### config.mk
export PLATFORM = sky130hd
export DESIGN_NAME = flash_status_rpt
export DESIGN_NICKNAME = d
export VERILOG_FILES = /design/src/rtl/fsr_pkg.sv /design/src/rtl/fsr_toggle.sv /design/src/rtl/fsr_abort_timer.sv /design/src/rtl/fsr_classify.sv /design/src/rtl/fsr_compose.sv /design/src/rtl/flash_status_rpt.sv
export SDC_FILE = /design/constraint.sdc
export NUM_CORES = 1
export LEC_CHECK = 0
export BUFFER_PORTS_ARGS = -buffer_cell sky130_fd_sc_hd__buf_4
export CORE_UTILIZATION = 47
export CTS_BUF_LIST = sky130_fd_sc_hd__clkbuf_16
export DETAILED_ROUTE_END_ITERATION = 12
export PLACE_DENSITY = 0.78
export SLEW_MARGIN = 15
export SYNTH_ARGS = -nofsm -noshare
export SYNTH_HDL_FRONTEND = slang
export SYNTH_SLANG_ARGS = --single-unit
### constraint.sdc
create_clock -name clk -period 2.66 [get_ports clk]
set_clock_uncertainty 0.15 [all_clocks]
set_input_delay 0.532 -clock clk [delete_from_list [all_inputs] [get_ports clk]]
set_output_delay 0.532 -clock clk [all_outputs]
set_load 0.03 [all_outputs]
### src/rtl/fsr_pkg.sv
package fsr_pkg;
   typedef enum logic [2:0] {
      REP_ARRAY,
      REP_ABT_ERASE,
      REP_ABT_PROG,
      REP_PROG,
      REP_ERASE,
      REP_SUSP
   } rep_e;

   localparam logic [7:0] RSVD_MASK = 8'b0001_0011;
endpackage

### src/rtl/fsr_toggle.sv
module fsr_toggle (
   input  logic clk,
   input  logic rst_n,
   input  logic clr,
   input  logic adv,
   output logic cur
);
   logic q;

   assign cur = clr ? 1'b0 : q;

   always_ff @(posedge clk or negedge rst_n) begin
      if (!rst_n)
         q <= 1'b0;
      else if (clr || adv)
         q <= adv ? ~cur : 1'b0;
   end
endmodule

### src/rtl/fsr_abort_timer.sv
module fsr_abort_timer #(
   parameter int ERASE_CYC = 12500,
   parameter int PROG_CYC  = 125
) (
   input  logic clk,
   input  logic rst_n,
   input  logic start,
   input  logic kind_erase,
   output logic active,
   output logic erase_q
);
   localparam int MAXC = (ERASE_CYC > PROG_CYC) ? ERASE_CYC : PROG_CYC;
   localparam int CW   = $clog2(MAXC + 1);
   localparam logic [CW-1:0] E_LOAD = CW'(ERASE_CYC);
   localparam logic [CW-1:0] P_LOAD = CW'(PROG_CYC);

   logic [CW-1:0] cnt;

   assign active = (cnt != '0);

   always_ff @(posedge clk or negedge rst_n) begin
      if (!rst_n) begin
         cnt     <= '0;
         erase_q <= 1'b0;
      end else if (start) begin
         cnt     <= kind_erase ? E_LOAD : P_LOAD;
         erase_q <= kind_erase;
      end else if (active) begin
         cnt <= cnt - 1'b1;
      end
   end
endmodule

### src/rtl/fsr_classify.sv
module fsr_classify
   import fsr_pkg::*;
(
   input  logic abort_now,
   input  logic abort_erase,
   input  logic busy_prog,
   input  logic busy_erase,
   input  logic erase_susp,
   input  logic in_blk,
   output rep_e rep
);
   always_comb begin
      if (abort_now)
         rep = abort_erase ? REP_ABT_ERASE : REP_ABT_PROG;
      else if (busy_prog)
         rep = REP_PROG;
      else if (busy_erase && !erase_susp)
         rep = REP_ERASE;
      else if (busy_erase && in_blk)
         rep = REP_SUSP;
      else
         rep = REP_ARRAY;
   end
endmodule

### src/rtl/fsr_compose.sv
module fsr_compose
   import fsr_pkg::*;
#(
   parameter bit RSVD_FILL = 1'b0
) (
   input  rep_e       rep,
   input  logic       prog_dq7,
   input  logic       tog6,
   input  logic       tog2,
   input  logic       err,
   output logic [7:0] sbyte
);
   logic       poll, eflag;
   logic [7:0] live;

   always_comb begin
      unique case (rep)
         REP_ABT_ERASE, REP_ERASE: begin poll = 1'b0;      eflag = 1'b1; end
         REP_SUSP:                 begin poll = 1'b1;      eflag = 1'b1; end
         REP_ABT_PROG, REP_PROG:   begin poll = ~prog_dq7; eflag = 1'b0; end
         default:                  begin poll = 1'b0;      eflag = 1'b0; end
      endcase
      live  = {poll, tog6, err, 1'b0, eflag, tog2, 2'b00};
      sbyte = (live & ~RSVD_MASK) | (RSVD_FILL ? RSVD_MASK : 8'h00);
   end
endmodule

### src/rtl/flash_status_rpt.sv
module flash_status_rpt
   import fsr_pkg::*;
#(
   parameter int BW             = 4,
   parameter int CLK_MHZ        = 125,
   parameter int ERASE_ABORT_US = 100,
   parameter int PROG_ABORT_US  = 1,
   parameter bit RSVD_FILL      = 1'b0
) (
   input  logic          clk,
   input  logic          rst_n,
   input  logic          busy_prog,
   input  logic          busy_erase,
   input  logic          erase_susp,
   input  logic          prot_start,
   input  logic          prot_erase,
   input  logic          prog_dq7,
   input  logic [BW-1:0] tgt_block,
   input  logic [BW-1:0] rd_block,
   input  logic          rd_strobe,
   input  logic [7:0]    array_data,
   input  logic          timeout_err,
   output logic [7:0]    dout,
   output logic          stat_out
);
   localparam int ERASE_CYC = CLK_MHZ * ERASE_ABORT_US;
   localparam int PROG_CYC  = CLK_MHZ * PROG_ABORT_US;

   generate
      if (BW < 1) begin : g_bad_bw
         $error("BW must be at least 1");
      end
      if (CLK_MHZ < 1 || ERASE_ABORT_US < 1 || PROG_ABORT_US < 1) begin : g_bad_time
         $error("clock and abort durations must be positive");
      end
   endgenerate

   logic rd_q, bp_q, be_q, err_q;
   logic rd_rise, op_start, in_blk;
   logic ab_act, ab_erase_q, abort_now, abort_erase;
   logic tog6, tog2, adv6, adv2, is_stat;
   logic [7:0] sbyte;
   rep_e rep;

   assign rd_rise     = rd_strobe & ~rd_q;
   assign op_start    = (busy_prog & ~bp_q) | (busy_erase & ~be_q) | prot_start;
   assign in_blk      = (rd_block == tgt_block);
   assign abort_now   = ab_act | prot_start;
   assign abort_erase = prot_start ? prot_erase : ab_erase_q;

   always_ff @(posedge clk or negedge rst_n) begin
      if (!rst_n) begin
         rd_q  <= 1'b0;
         bp_q  <= 1'b0;
         be_q  <= 1'b0;
         err_q <= 1'b0;
      end else begin
         rd_q <= rd_strobe;
         bp_q <= busy_prog;
         be_q <= busy_erase;
         if (timeout_err) err_q <= 1'b1;
      end
   end

   fsr_abort_timer #(.ERASE_CYC(ERASE_CYC), .PROG_CYC(PROG_CYC)) u_timer (
      .clk(clk), .rst_n(rst_n), .start(prot_start), .kind_erase(prot_erase),
      .active(ab_act), .erase_q(ab_erase_q)
   );

   fsr_classify u_cls (
      .abort_now(abort_now), .abort_erase(abort_erase), .busy_prog(busy_prog),
      .busy_erase(busy_erase), .erase_susp(erase_susp), .in_blk(in_blk), .rep(rep)
   );

   assign is_stat = (rep != REP_ARRAY);
   assign adv6    = rd_rise & is_stat & (rep != REP_SUSP);
   assign adv2    = rd_rise & in_blk & ((rep == REP_ERASE) || (rep == REP_SUSP));

   fsr_toggle u_tog_rd (
      .clk(clk), .rst_n(rst_n), .clr(op_start), .adv(adv6), .cur(tog6)
   );

   fsr_toggle u_tog_blk (
      .clk(clk), .rst_n(rst_n), .clr(op_start), .adv(adv2), .cur(tog2)
   );

   fsr_compose #(.RSVD_FILL(RSVD_FILL)) u_cmp (
      .rep(rep), .prog_dq7(prog_dq7), .tog6(tog6), .tog2(tog2), .err(err_q), .sbyte(sbyte)
   );

   always_ff @(posedge clk or negedge rst_n) begin
      if (!rst_n) begin
         dout     <= 8'h00;
         stat_out <= 1'b0;
      end else if (rd_rise) begin
         dout     <= is_stat ? sbyte : array_data;
         stat_out <= is_stat;
      end
   end
endmodule

==> impl_results.md <==
* Status: completed
* Final std cells w/o fill at around 250
* TritonRoute pass-1 iters at 4
* Synth warnings at 0
* FILL cells at 240
* Routed wire length at 3450 um
* Slew HR at 0.711
* Clk pin slew, worst setup/hold paths at 0.05 ns
* Worst slack at placement at between 0.03 and 0.04 ns
* DR WL/cell at 14.1 um
* Placer Congestion at 0.882
* Leading post-synthesis cells by cell area: dfrtp_1 (50%), xor2_1 (6.9%), nand2_1 (3.7%)
* Cell area after synthesis at 1520 um2
* Worst setup SP type: flop
* Diode count at 0
* Highest Clock Rate at 0.389 GHz
* Die X at 58.8 um
* Die H at ~60 um
* RSZ-0062 raised after global routing: no
* CTS H-tree lvls at 2
* Crit path buf inv count at 1
* Clk buf depth at 2
* Clk Latency, worst-skew pair at 0.27 ns
* CTS Sinks at 30
* CTS tree: done
* Largest net degree at the start of global routing at 31
* DP Area at 1860 um2
* Final slew viol count at 0
* Slowest stage cell, crit path: or4_4
* Post-synthesis cell count at roughly 150
* R2R setup slack at 0.09 ns
* Final Cycle Share at 0.966
* # IOs at 35
* Dpl hpwl at 2520 um
* Post-CTS Hold Buffers at 0
* Worst-Margin Slew at approximately 0.43 ns
* Core outline area at ~3100 um2
* Critical path type: flop to flop
* Seq cells post-synth at 30
* Cell area after layout at 2030 um2
* Grt total ovfl at 0
* Cell Pwr Density at 586 nW/um2
* Initial Util at 0.496
* Initial DRC Count at 49
* Worst Path Required at between 2 and 3 ns
* Setup TNS at 0 ns
* Worst path max stage delay at 0.59 ns
* Vias/cell at 5.49
* Syn Area/Cell at 9.84 um2
* Total Routing Usage GR at 0.218
* Worst Setup End Kind: flop
* Final setup viols at 0
* Top cell type's share of synthesized area at 0.495
* Leakage at 0.898 nW
* Clock buffer count from CTS at 5
* Rows at 20
* Tmin final at around 2.6 ns
* ANT nets after route at 0
* Post-synth top area cell: dfrtp_1
* Crit-path max FO at 7
* Final routed DRC violation total at 0
* Number of port buffers at 34
* Max-cap viol count at 0
* Final Hold Vio Count at 0
* Area grow syn2layout at 33.8%
* Worst ir drop on vdd at ~480 uV
* Syn nets at 182
* Vias at 1346
* Root buffer cell: clkbuf_16
* Initial antenna violation count at 0
* First-pass GRT wire length at between 5000 and 6000 um
* Setup ws final at between 0.08 and 0.09 ns
* Worst Path Arrival at 2.57 ns
* Number of global-route vias before repair at approximately 1300
* Hold Crit Class: primary input to asynchronous set/reset pin
* Yosys cell types at 39
* Post-synthesis sequential area ratio at 0.495
* Placed cells at 234
* Cell breakdown of the critical path: or4_1, or4_4, a2111oi_4, buf_4, mux2i_1, a21oi_1
* Crit path max-delay family: simple AND/OR/NAND/NOR gates
* Die ar. at 3460 um2
* Final #Nets at 228
* Layout cells sized above 1 at 0.308
[worst register-to-register path, cell delays in order, from the launching register on]
cell	delay, ns
dfrtp_1	0.40
or4_1	0.55
or4_4	0.59
a2111oi_4	0.29
buf_4	0.21
mux2i_1	0.19
a21oi_1	0.08
[area by class of cell]
type                    instances  area (um2)  area share
multi-input cells             109         708       0.349
well taps                      44        55.1      0.0272
clock inverters                 3        12.5     0.00617
flip-flops and latches         30         751       0.370
repair buffers                 46         345       0.170
clock buffers                   5         125      0.0617
inverters                       8        30.0      0.0148
[power breakdown]
part	internal [mW]	switching [mW]	leakage, nW	total (mW)
sequential	0.485	0.0229	0.355	0.508
combinational	0.0756	0.0876	0.471	0.163
clock	0.337	0.179	0.0724	0.516
total	0.897	0.290	0.898	1.19
[cell usage after synthesis]
| cell type | count |
|---|---|
| or3b_2 | 1 |
| a31oi_1 | 4 |
| buf_2 | 2 |
| or2_1 | 2 |
| o31ai_1 | 3 |
| buf_1 | 1 |
| ha_1 | 2 |
| or3_1 | 1 |
| xnor2_1 | 4 |
| a21boi_0 | 2 |
| nor2b_1 | 1 |
| nor2_1 | 14 |
| nor4_1 | 4 |
| a21o_1 | 3 |
| mux2i_1 | 2 |
| nand3_1 | 9 |
| a2111oi_4 | 1 |
| xor2_1 | 12 |
| nand4_1 | 1 |
| nand2b_1 | 2 |
| a22oi_1 | 1 |
| nor3_1 | 6 |
| o21ai_0 | 1 |
| a221oi_1 | 1 |
| buf_6 | 1 |
| o21a_1 | 1 |
| or4_2 | 1 |
| or2_2 | 2 |
| a21oi_1 | 6 |
| dfrtp_1 | 30 |
| o41ai_1 | 1 |
| clkinv_1 | 1 |
| clkbuf_1 | 3 |
| inv_1 | 7 |
| or4_4 | 1 |
| nor4b_1 | 1 |
| a211oi_1 | 1 |
| or4_1 | 3 |
| nand2_1 | 15 |
[registers in the layout, summed over array words and instances, names as in the netlist]
name	count
be_q	1
bp_q	1
dout	8
err_q	1
rd_q	1
stat_out	1
u_timer.cnt	14
u_timer.erase_q	1
u_tog_blk.q	1
u_tog_rd.q	1
[kinds of logic (layout without fill, tap and decap cells)]
kind of cell    count (synthesis)  in the layout  synth area share
compound gates                 25             25             0.124
xor+xnor                       16             16            0.0925
fa+ha+maj                       2              2            0.0165
buf+inv                        15             62            0.0438
flops                          30             30             0.495
mux                             2              2            0.0132
simple gates                   64             64             0.215
[worst paths after layout]
| kind | from | to | cells after the start |
|---|---|---|---|
| max | u_timer.cnt[8] | dout[5] | 6 |
| min | rst_n | dout[2] | 1 |
| max reg2reg | u_timer.cnt[8] | dout[5] | 6 |
| min reg2reg | err_q | err_q | 1 |
| max in group asynchronous | rst_n | err_q | 1 |
| min in group clk | rd_strobe | rd_q | 1 |
[per-layer routing]
metal / share of wire / track usage
met1: 0.43 / 0.263
met2: 0.52 / 0.364
met3: 0.034 / 0.0725
met4: 0.013 / 0.0748
met5: 0 / 0
[metrics by stage]
stage / power (mW) / utilization / hold slack, ns
5_1_grt: 1.24 / 0.664 / 0.0617
2_1_floorplan: 0.592 / - / 0.0864
4_1_cts: 1.19 / 0.654 / 0.0449
3_3_place_gp: 0.663 / 0.609 / 0.304
3_5_place_dp: 0.671 / 0.609 / 0.308
6_report: 1.19 / 0.664 / 0.0345
[cell usage in the layout, fill, tap and decap left out, types with 5 or more instances in the layout]
| master | n |
|---|---|
| xor2_1 | 12 |
| nor3_1 | 5 |
| nand2_1 | 15 |
| buf_4 | 46 |
| dfrtp_1 | 30 |
| clkbuf_16 | 5 |
| a21oi_1 | 6 |
| nor2_1 | 14 |
| inv_1 | 6 |
| nand3_1 | 9 |
[timing repair]
action / CTS / global route
endpoints found under the setup margin: 0 / 11
hold endpoints to repair: 0 / 0
setup buffers: 0 / 3
gates resized for setup: 0 / 3
No activity file was read; power rests on OpenSTA's default activity.
